### src/rtl/srq_poll_ctl.sv
module srq_poll_ctl (
  input  logic clk,
  input  logic rst_por,
  input  logic rsv_i,
  input  logic spe_cmd,
  input  logic spd_cmd,
  input  logic ifc_i,
  input  logic talk_act,
  output logic srq_o,
  output logic rqs_o,
  output logic spas_o,
  output logic dio7_n_o,
  output logic xfer_req_o
);

  typedef enum logic [1:0] {SR_NONE = 2'd0, SR_REQ = 2'd1, SR_AFF = 2'd2} sr_t;

  sr_t  sr_q, sr_d;
  logic poll_q;
  logic poll_act;

  assign poll_act = poll_q & talk_act;

  always_comb begin
    sr_d = sr_q;
    case (sr_q)
      SR_NONE: if (rsv_i && !poll_act) sr_d = SR_REQ;
      SR_REQ:  if (!rsv_i)             sr_d = SR_NONE;
               else if (poll_act)      sr_d = SR_AFF;
      SR_AFF:  if (!rsv_i && !poll_act) sr_d = SR_NONE;
      default: sr_d = SR_NONE;
    endcase
  end

  always_ff @(posedge clk) begin
    if (rst_por) begin
      sr_q   <= SR_NONE;
      poll_q <= 1'b0;
    end else begin
      sr_q <= sr_d;
      if (spd_cmd || ifc_i) poll_q <= 1'b0;
      else if (spe_cmd)     poll_q <= 1'b1;
    end
  end

  assign srq_o      = (sr_q == SR_REQ);
  assign rqs_o      = (sr_q == SR_AFF);
  assign spas_o     = poll_act;
  assign dio7_n_o   = poll_act ? !rqs_o : 1'b1;
  assign xfer_req_o = poll_act & rqs_o;

endmodule

### config.mk
export PLATFORM = sky130hd
export DESIGN_NAME = srq_poll_ctl
export DESIGN_NICKNAME = d
export VERILOG_FILES = /design/src/rtl/srq_poll_ctl.sv
export SDC_FILE = /design/constraint.sdc
export NUM_CORES = 1
export LEC_CHECK = 0
export BUFFER_PORTS_ARGS = -buffer_cell sky130_fd_sc_hd__buf_4
export CORE_AREA = 2 2 39 41
export DETAILED_ROUTE_END_ITERATION = 16
export DIE_AREA = 0 0 41 43
export PLACE_DENSITY = 0.3
export REMOVE_ABC_BUFFERS = 1
export SLEW_MARGIN = 5
export SYNTH_ARGS = -nofsm -noshare
export SYNTH_HDL_FRONTEND = slang
export SYNTH_SLANG_ARGS = --single-unit
### constraint.sdc
create_clock -name clk -period 1.6 [get_ports clk]
set_input_delay 0.08 -clock clk [delete_from_list [all_inputs] [get_ports clk]]
set_output_delay 0.08 -clock clk [all_outputs]
set_load 0.03 [all_outputs]
# Word-level counts from Yosys, hierarchy flattened
# Cells that the tools add are included.
# Widths: inputs -> output; s select.
dict set report classes {
  muxes 6
  n_bitwise 2
  n_reduce_logical 9
  n_eq_ne 5
}
# operator n
set ops {}
lappend ops {{$mux 2} 4}
lappend ops {{$pmux 2 s3} 1}
lappend ops {{$logic_not 1->1} 3}
lappend ops {{$ne 3x2->1 const B} 1}
lappend ops {{$reduce_and 3->1} 1}
lappend ops {{$and 1x1->1} 2}
lappend ops {{$eq 2x1->1 const B} 1}
lappend ops {{$eq 2x2->1 const B} 1}
lappend ops {{$logic_and 1x1->1} 2}
lappend ops {{$logic_not 2->1} 1}
lappend ops {{$ne 2x1->1 const B} 1}
lappend ops {{$ne 2x2->1 const B} 1}
lappend ops {{$reduce_or 2->1} 1}
lappend ops {{$logic_or 1x1->1} 1}
lappend ops {{$mux 1} 1}
dict set report word_totals {
  elab_cells 24
  reg_bits 3
  input_bits 7
  output_inout_bits 5
}

# Depth between registers and ports, before layout
# Gate-level depths: netlist (run 1).
dict set report logic_depth {
  word_depth 5
  depth_mapped 2
  depth_no_buf 2
}

# Worst setup path after synthesis (run 1)
# No wires, ideal clock.
dict set report synth_path {
  path_kind {reg2out}
  start {register poll_q}
  end {output port xfer_req_o}
  path_buffers 0
  path_stages_with_launch 3
  slack_ns 0.481
  t_arrival_ns 1.039
  path_cell_list {dfxtp_1 > and2_1 > and2_1}
}
dict set report synth_between {
  elab_chain_len 2
}
# element line
set synth_lines {}
lappend synth_lines {{start, declared} 19} ;# logic poll_q;
lappend synth_lines {{start signal, assigned} 38} ;# poll_q <= 1'b0;
lappend synth_lines {{start signal, assigned} 41} ;# if (spd_cmd || ifc_i) poll_q <= 1'b0;
lappend synth_lines {{start signal, assigned} 42} ;# else if (spe_cmd) poll_q <= 1'b1;
lappend synth_lines {{$and 1x1->1} 22} ;# assign poll_act = poll_q & talk_act;
lappend synth_lines {{via spas_o} 11} ;# output logic spas_o,
lappend synth_lines {{$and 1x1->1} 50} ;# assign xfer_req_o = poll_act & rqs_o;
lappend synth_lines {{end, declared} 13} ;# output logic xfer_req_o
# The timed path passes the listed nets, and every way through them passes these cells.

# Final worst setup path (run 1)
dict set report layout_path {
  start {input port spd_cmd}
  end {register poll_q}
}
dict set report layout_between {
  elab_chain_len 2
}
# element line
set layout_lines {}
lappend layout_lines {{start, declared} 6} ;# input logic spd_cmd,
lappend layout_lines {{$logic_or 1x1->1} 41}
lappend layout_lines {{$reduce_or 2->1 (no source line)} n/a}
# No other way between the ends.
# A chain may end at the register's enable or synchronous reset.

==> qor.yml, run 1 <==
status:
  status: "completed"
place:
  dp_cells: 43
  dp_slack_ps: 628
  portBuffers: 11
  dp_hpwl_um: 343
  gp_congestion: 0.523
synthesis:
  synth_top_area_cell: "dfxtp_1"
  synth_top_family_by_area: "simple AND/OR/NAND/NOR gates"
  synthMuxAreaShare_pct: 0
  synth_fa_ha_area_share_pct: 0
  yosys.area.top_type_share_pct: 40.0
  synth-xor-area-share_pct: 0
  synthTopCellsByArea: "dfxtp_1 (40%), and2b_2 (12%), and2_1 (8.3%)"
  ys_types: 12
  synth-edff-count: 0
  ys_ff_latch: 3
  synth_area_per_cell_sq_um: 9.38
  yosys.area_share.simple_pct: 48.3
  synth_compound_area_share_pct: 11.7
  seq_area_frac_synth_pct: 40.0
  synthArstFlopShare_pct: 0
  syn_inst: 16
  yosys-top-cells-count: "dfxtp_1 (3), and2_1 (2), and2b_2 (2)"
  synthFlopType: "dfxtp_1"
  ys_warn_count: 0
  yosysMostFrequentCell: "dfxtp_1"
  syn-cell-area_sq_um: 150
setup_path:
  crit_top_cell: "dlygate4sd3_1"
  crit_fanout: 1
  cp.arrival_ps: 1540
  path_buf_inv: 3
  cpMaxStageDelayCell: "dlygate4sd3_1"
  crit_cells: 4
  critPathCaptureType: "flop"
  cp_cell_sequence: "dlygate4sd3_1 > buf_4 > nor4_1 > dlygate4sd3_1"
  crit_required_ps: 1780
  crit_path_max_incr_delay_ps: 570
  start_kind: "input pin"
  rr_worst_depth: 3
  crit_family: "buffers and inverters"
  criticalPathCategory: "input pin to flop"
cts:
  cts_buffer_depth: 2
  cts_sinks: 3
  cts_buffers: 3
  insertion_delay_ps: 230
  cts_tree: "yes"
  htreeDepth: 1
  post_cts_resized: 0
  clk_pin_slew_worst_paths_ps: 40
  cts_root_buf: "clkbuf_4"
global_route:
  gr-total-overflow: 0
  grt_max_degree: 5
  grt_pass1_wl_um: 648
  antenna_found_initial: 0
  grt_pass1_vias: 165
  grt_util_all_layers_pct: 5.91
sta:
  min_period_over_period_pct: 85.2
  max_slew_margin_pct: 86.7
  setup_viol: 0
  fin_crit_ps: 1360
  rsz0062_at_grt: "false"
  fin_skew_ps: 4.41
  slew_violations: 0
  finalWorstSetupSlack_ps: 237
  finalSetupTns_ps: 0
  holdWs_ps: 46.5
  hold_viol: 0
  worst_pin_slew_ps: 198
  fmax_mhz: 734
hold_path:
  hold_class: "input pin to flop"
  whs_path_depth: 2
detailed_routing:
  drt_iter0_drc: 1
  vias: 175
  vias_per_cell: 3.57
  drtPass1Iterations: 2
  antenna_left: 0
  wirelength_um: 400
  routedWlPerCell_um: 8.16
  drc: 0
finish:
  utilization_pct: 21.6
  areaGrowthSynthToFinish_pct: 99.2
  drive_above_1_share_pct: 51.5
  layout.cells.non_filler: 49
  nNetsFinal: 41
  insertedDiodeCount: 0
floorplan:
  initial_core_util_pct: 10.8
  die-area_sq_um: 1760
  coreArea_sq_um: 1380
  dieHeight_um: 43
  ios: 12
  placementRows: 14
  die_w_um: 41
power:
  p_leak_uw: 0.000136
  p_per_area_nw_per_um2: 804
  max-vdd-ir-drop_v: 0.000232
run:
  max_cap_viol_count: 0
==> per-stage QoR <==
step / cell area, sq um / power [uW]
after global placement: 253 / 108
after detailed placement: 253 / 108
after floorplan: 150 / 90.7
after CTS: 299 / 252
after global routing: 299 / 258
final: 299 / 241
==> power breakdown <==
group	internal, uW	switching (uW)	total, uW	leakage [uW]
clock	93.3	37.7	131	0.0000150
sequential	77.5	1.82	79.3	0.0000245
combinational	18.0	12.2	30.2	0.0000960
==> area by class of cell <==
cell class / instances / area [sq um]
timing repair buffer: 13 / 103
multi-input combinational: 13 / 90.1
tap: 16 / 20.0
sequential: 3 / 60.1
fill: 160 / 1080
clock buffer: 4 / 26.3
==> flip-flops by register name, summed over array words and instances (netlist names) <==
signal	flops
sr_q	2
poll_q	1
==> routing by layer <==
layer	share of wire, %	track usage [%]	routed length, um
met4	0	6.00	0
met3	16	3.14	63
met2	41	7.19	162
met5	0	0	0
met1	43	6.71	173
==> cell families (layout without fill, tap and decap cells) <==
logic type,count (synthesis),count (layout)
AOI/OAI and AO/OA,2,2
buffers and inverters,0,17
DFF,3,3
and+or+nand+nor,11,11
==> worst reg2reg max path, cell delays in order, from the launching register on <==
cell and delay (ps):
dfxtp_1 360, nor2_1 70, nor4_1 150, dlygate4sd3_1 570
==> path summary, 6_finish.rpt <==
check               start  endpoint  slack, ps
hold / removal    rst_por   sr_q[0]         50
setup reg to reg   poll_q    poll_q        400
hold reg to reg   sr_q[0]   sr_q[1]        540
setup / recovery  spd_cmd    poll_q        240
==> placed cells by master, fill, tap and decap left out <==
| cell | count |
|---|---|
| nor4_1 | 1 |
| nand4b_1 | 1 |
| clkbuf_4 | 3 |
| dlygate4sd3_1 | 2 |
| clkbuf_1 | 1 |
| nand2_1 | 1 |
| or3b_1 | 1 |
| nor3_1 | 1 |
| o22ai_2 | 1 |
| and2b_2 | 2 |
| a21oi_1 | 1 |
| nor2_1 | 1 |
| nand2b_1 | 1 |
| and2_1 | 2 |
| dfxtp_1 | 3 |
| buf_4 | 11 |
==> repair_timing <==
action	in CTS	in global routing
hold endpoints to repair	1	0
setup buffers	0	0
hold buffers	2	0
No activity file was read; power rests on OpenSTA's default activity.
==> inputs of run 2 (changes only) <==
Settings changed: SETUP_SLACK_MARGIN from default to 0.4.
Clock period 1.6 ns to 1.5 ns, I/O delays scaled along.
==> qor.yml, run 2 (synthesis gave the netlist of run 1 again) <==
status:
  status: "completed"
sta:
  max_slew_margin_pct: 87.1
  hold_viol: 0
  min_period_over_period_pct: 72.8
  fin_crit_ps: 1090
  fin_skew_ps: 4.42
  setup_viol: 0
  slew_violations: 0
  finalSetupTns_ps: 0
  fmax_mhz: 915
  worst_pin_slew_ps: 192
  rsz0062_at_grt: "true"
cts:
  clk_pin_slew_worst_paths_ps: 40
  cts_root_buf: "clkbuf_4"
  cts_tree: "yes"
  cts_buffer_depth: 2
  cts_sinks: 3
  cts_buffers: 3
  htreeDepth: 1
  insertion_delay_ps: 230
power:
  p_sw_share_pct: 21.3
  p_per_area_nw_per_um2: 800
  combPwrFrac_pct: 14.3
  intPower_uw: 206
  power_switching_uw: 55.6
  totalPowerFinal_uw: 261
  power.share.clock_pct: 53.3
  seq_power_share_pct: 32.3
  max-vdd-ir-drop_v: 0.000250
  p_leak_uw: 0.000146
run:
  max_cap_viol_count: 0
place:
  gp_congestion: 0.520
  portBuffers: 11
  dp_cells: 43
setup_path:
  critPathCaptureType: "primary output"
  start_kind: "flop"
  cp.arrival_ps: 1020
  criticalPathCategory: "flop to primary output"
  crit_required_ps: 1420
  crit_fanout: 3
finish:
  insertedDiodeCount: 0
  final_common_cell: "buf_4"
  drive_above_1_share_pct: 67.6
  regArea_sq_um: 63.8
  largest_reg_flops: 2
  multi_input_area_sq_um: 95.1
  largestRegisters: "sr_q: 2 flops, poll_q: 1 flops"
  regMostFlops: "sr_q"
  areaGrowthSynthToFinish_pct: 117
  nNetsFinal: 42
  fillers: 163
  layout.cells.non_filler: 50
  layout_common_cells: "buf_4 (9), clkbuf_4 (3), buf_6 (3), dfxtp_2 (3)"
global_route:
  grt_pass1_wl_um: 669
  grt_pass1_vias: 182
  grt_util_all_layers_pct: 6.11
  grt_max_degree: 5
  antenna_found_initial: 0
  gr-total-overflow: 0
floorplan:
  dieHeight_um: 43
  coreArea_sq_um: 1380
  placementRows: 14
  die-area_sq_um: 1760
  initial_core_util_pct: 10.8
  die_w_um: 41
  ios: 12
detailed_routing:
  drt_iter0_drc: 2
  drtPass1Iterations: 2
  routedWlPerCell_um: 7.76
  vias_per_cell: 3.66
  antenna_left: 0
  vias: 183
  drc: 0
  wirelength_um: 388
hold_path:
  hold_class: "input pin to flop"
-- run 2: cell count changes in the layout (fill, tap and decap cells not counted), sizes merged --
cell,previous run,this run
buf,11,12
-- run 2: final cells by class --
type / count / share of cell area [%]
clock buffer: 4 / 8.05
multi-input combinational: 13 / 29.1
sequential: 3 / 19.5
tap: 16 / 6.13
timing repair buffer: 14 / 37.2
-- run 2: path summary, 6_finish.rpt --
check	startpoint	endpoint	slack, ps	cells after the start
worst max register to register	sr_q[0]	sr_q[1]	510	3
worst min register to register	poll_q	poll_q	510	2
worst max-delay path	sr_q[0]	xfer_req_o	410	3
worst min-delay path	rst_por	poll_q	30	2
-- run 2: worst max-delay path, stage by stage, from the launching register on --
cell	delay [ps]
dfxtp_2	310
and2b_2	220
and2_4	130
buf_6	130
-- run 2: through the flow --
stage                     util, %  instance area [sq um]  worst slack [ps]  hold slack, ps
after floorplan                 -                    150               386             151
after global placement       18.3                    253               526             238
after detailed placement     18.3                    253               538             242
after CTS                    23.1                    319               393            17.3
after global routing         23.6                    327               367            26.7
final                        23.6                    327               407            28.5
-- run 2: what timing repair did --
item	CTS	global route
resized for setup	6	2
buffers inserted	1	0
hold buffers	2	0
pin swaps	1	0
setup endpoints to repair	2	3
hold endpoints to repair	1	0
gates cloned	0	0
-- run 2: power by group through the flow --
stage               Combinational (uW)  Sequential [uW]  Clock (uW)
global route                      41.5             84.6         157
CTS                               36.7             84.5         150
finish                            37.5             84.5         139
global placement                  29.0             86.1           0
floorplan                         11.5             85.3           0
detailed placement                29.4             86.0           0
-- run 2: per-layer routing --
layer,part of all wire (%),vias up,global-route usage [%]
met3,16,0,3.14
li1,-,93,-
met4,0,0,6.00
met2,42,12,7.81
met1,42,78,6.71
met5,0,-,0
==> inputs of run 3 (changes only) <==
Clock period 1.5 ns to 1 ns, I/O delays scaled along.
==> qor.yml, run 3 (synthesis gave the netlist of run 1 again) <==
place:
  dp_cells: 44
  portBuffers: 11
  placed_area_sq_um: 260
  gp_congestion: 0.553
  dp_hpwl_um: 345
sta:
  min_period_over_period_pct: 108
  finalWorstSetupSlack_ps: -78.7
  fin_crit_ps: 1080
  hold_viol: 1
  fin_skew_ps: 1.16
  setup_viol: 5
  holdWs_ps: -23.1
  worst_pin_slew_ps: 206
  max_slew_margin_pct: 86.1
  rsz0062_at_grt: "true"
  slew_violations: 0
  fmax_mhz: 927
hold_path:
  whs_path_depth: 2
  hold_end: "poll_q"
  hold_start: "spd_cmd"
  hold_class: "input pin to flop"
setup_path:
  cpMaxStageDelayCell: "dfxtp_2"
  criticalPathCategory: "flop to primary output"
  start_kind: "flop"
  crit_required_ps: 950
  cp.arrival_ps: 1030
  crit_path_max_incr_delay_ps: 310
  r2r-start: "sr_q[0]"
  r2r_end: "sr_q[1]"
  cp_cell_sequence: "and2b_2 > and2_4 > buf_6"
  rr_worst_depth: 3
  critPathCaptureType: "primary output"
  reg2reg_setup_slack_ps: 50
  crit_fanout: 3
cts:
  insertion_delay_ps: 230
  htreeDepth: 1
  cts_sinks: 3
  cts_buffers: 3
  cts_tree: "yes"
  cts_buffer_depth: 2
  cts_root_buf: "clkbuf_4"
  clk_pin_slew_worst_paths_ps: 30
finish:
  final_area_sq_um: 363
  layout.cells.non_filler: 52
  layout_common_cells: "buf_4 (10), buf_6 (6), clkbuf_4 (3), dfxtp_2 (3)"
  largest_reg_flops: 2
  regMostFlops: "sr_q"
  utilization_pct: 26.2
  largestRegisters: "sr_q: 2 flops, poll_q: 1 flops"
  areaGrowthSynthToFinish_pct: 142
  nNetsFinal: 44
  final_common_cell: "buf_4"
  drive_above_1_share_pct: 83.3
  insertedDiodeCount: 0
run:
  max_cap_viol_count: 0
power:
  max-vdd-ir-drop_v: 0.000331
  p_leak_uw: 0.000163
  totalPowerFinal_uw: 394
  p_per_area_nw_per_um2: 1080
global_route:
  gr-total-overflow: 0
  grt_pass1_wl_um: 655
  grt_pass1_vias: 179
  antenna_found_initial: 0
  grt_util_all_layers_pct: 6.01
  grt_max_degree: 5
detailed_routing:
  wirelength_um: 446
  drt_iter0_drc: 0
  vias_per_cell: 3.65
  vias: 190
  routedWlPerCell_um: 8.58
  drtPass1Iterations: 1
  drc: 0
  antenna_left: 0
status:
  violations: "negative hold slack, negative setup slack"
  status: "finished with violations"
floorplan:
  coreArea_sq_um: 1380
  ios: 12
  die_w_um: 41
  die-area_sq_um: 1760
  placementRows: 14
  dieHeight_um: 43
  initial_core_util_pct: 10.8
[run 3: changes by cell type in the layout (fill, tap and decap cells not counted), sizes merged]
cell / before / now
buf: 12 / 16
dlygate4sd3: 2 / 0
[run 3: cell type report]
| cell class | count | area (sq um) |
|---|---|---|
| clock buffers | 4 | 26.3 |
| fillers | 160 | 1020 |
| multi-input cells | 13 | 110 |
| flip-flops and latches | 3 | 63.8 |
| well taps | 16 | 20.0 |
| repair buffers | 16 | 143 |
[run 3: how the worst max path moves through the flow]
stage / from / slack [ps] / cells past startpoint / to
2_1_floorplan: poll_q / -90 / 2 / xfer_req_o
3_3_place_gp: sr_q[0] / 80 / 3 / xfer_req_o
3_5_place_dp: sr_q[0] / 60 / 3 / xfer_req_o
4_1_cts: sr_q[0] / -90 / 3 / xfer_req_o
5_1_grt: sr_q[0] / -120 / 3 / xfer_req_o
6_report: sr_q[0] / -80 / 3 / xfer_req_o
[run 3: routing by layer]
layer | track usage [%] | vias to the layer above | share of wire (%)
li1 | - | 97 | -
met1 | 5.73 | 81 | 42
met2 | 8.44 | 12 | 45
met3 | 4.71 | 0 | 13
met4 | 4.00 | 0 | 0
met5 | 0 | - | 0
[run 3: stage by stage]
| stage | setup WS, ps | setup TNS (ps) |
|---|---|---|
| floorplan | -89.4 | -102 |
| global placement | 79.7 | 0 |
| detailed placement | 58.1 | 0 |
| CTS | -90.0 | -254 |
| global route | -119 | -389 |
| finish | -78.7 | -215 |
[run 3: worst max-delay path: cells and delay by family (launching register included)]
kind / cells / cell delay [ps]
buffers and inverters: 1 / 130
flip-flops: 1 / 310
AND/OR/NAND/NOR: 2 / 360
[run 3: where the power goes]
part	total [uW]	leakage [uW]	switching [uW]	internal, uW
Clock	205	0.0000150	56.0	149
Sequential	127	0.0000258	1.84	125
Combinational	61.9	0.000123	25.3	36.6
[run 3: repair_timing]
item,in CTS,in global routing
setup buffers,2,2
pin swaps,4,2
gates resized for setup,14,0
endpoints found under the hold margin,2,1
setup endpoints to repair,8,8
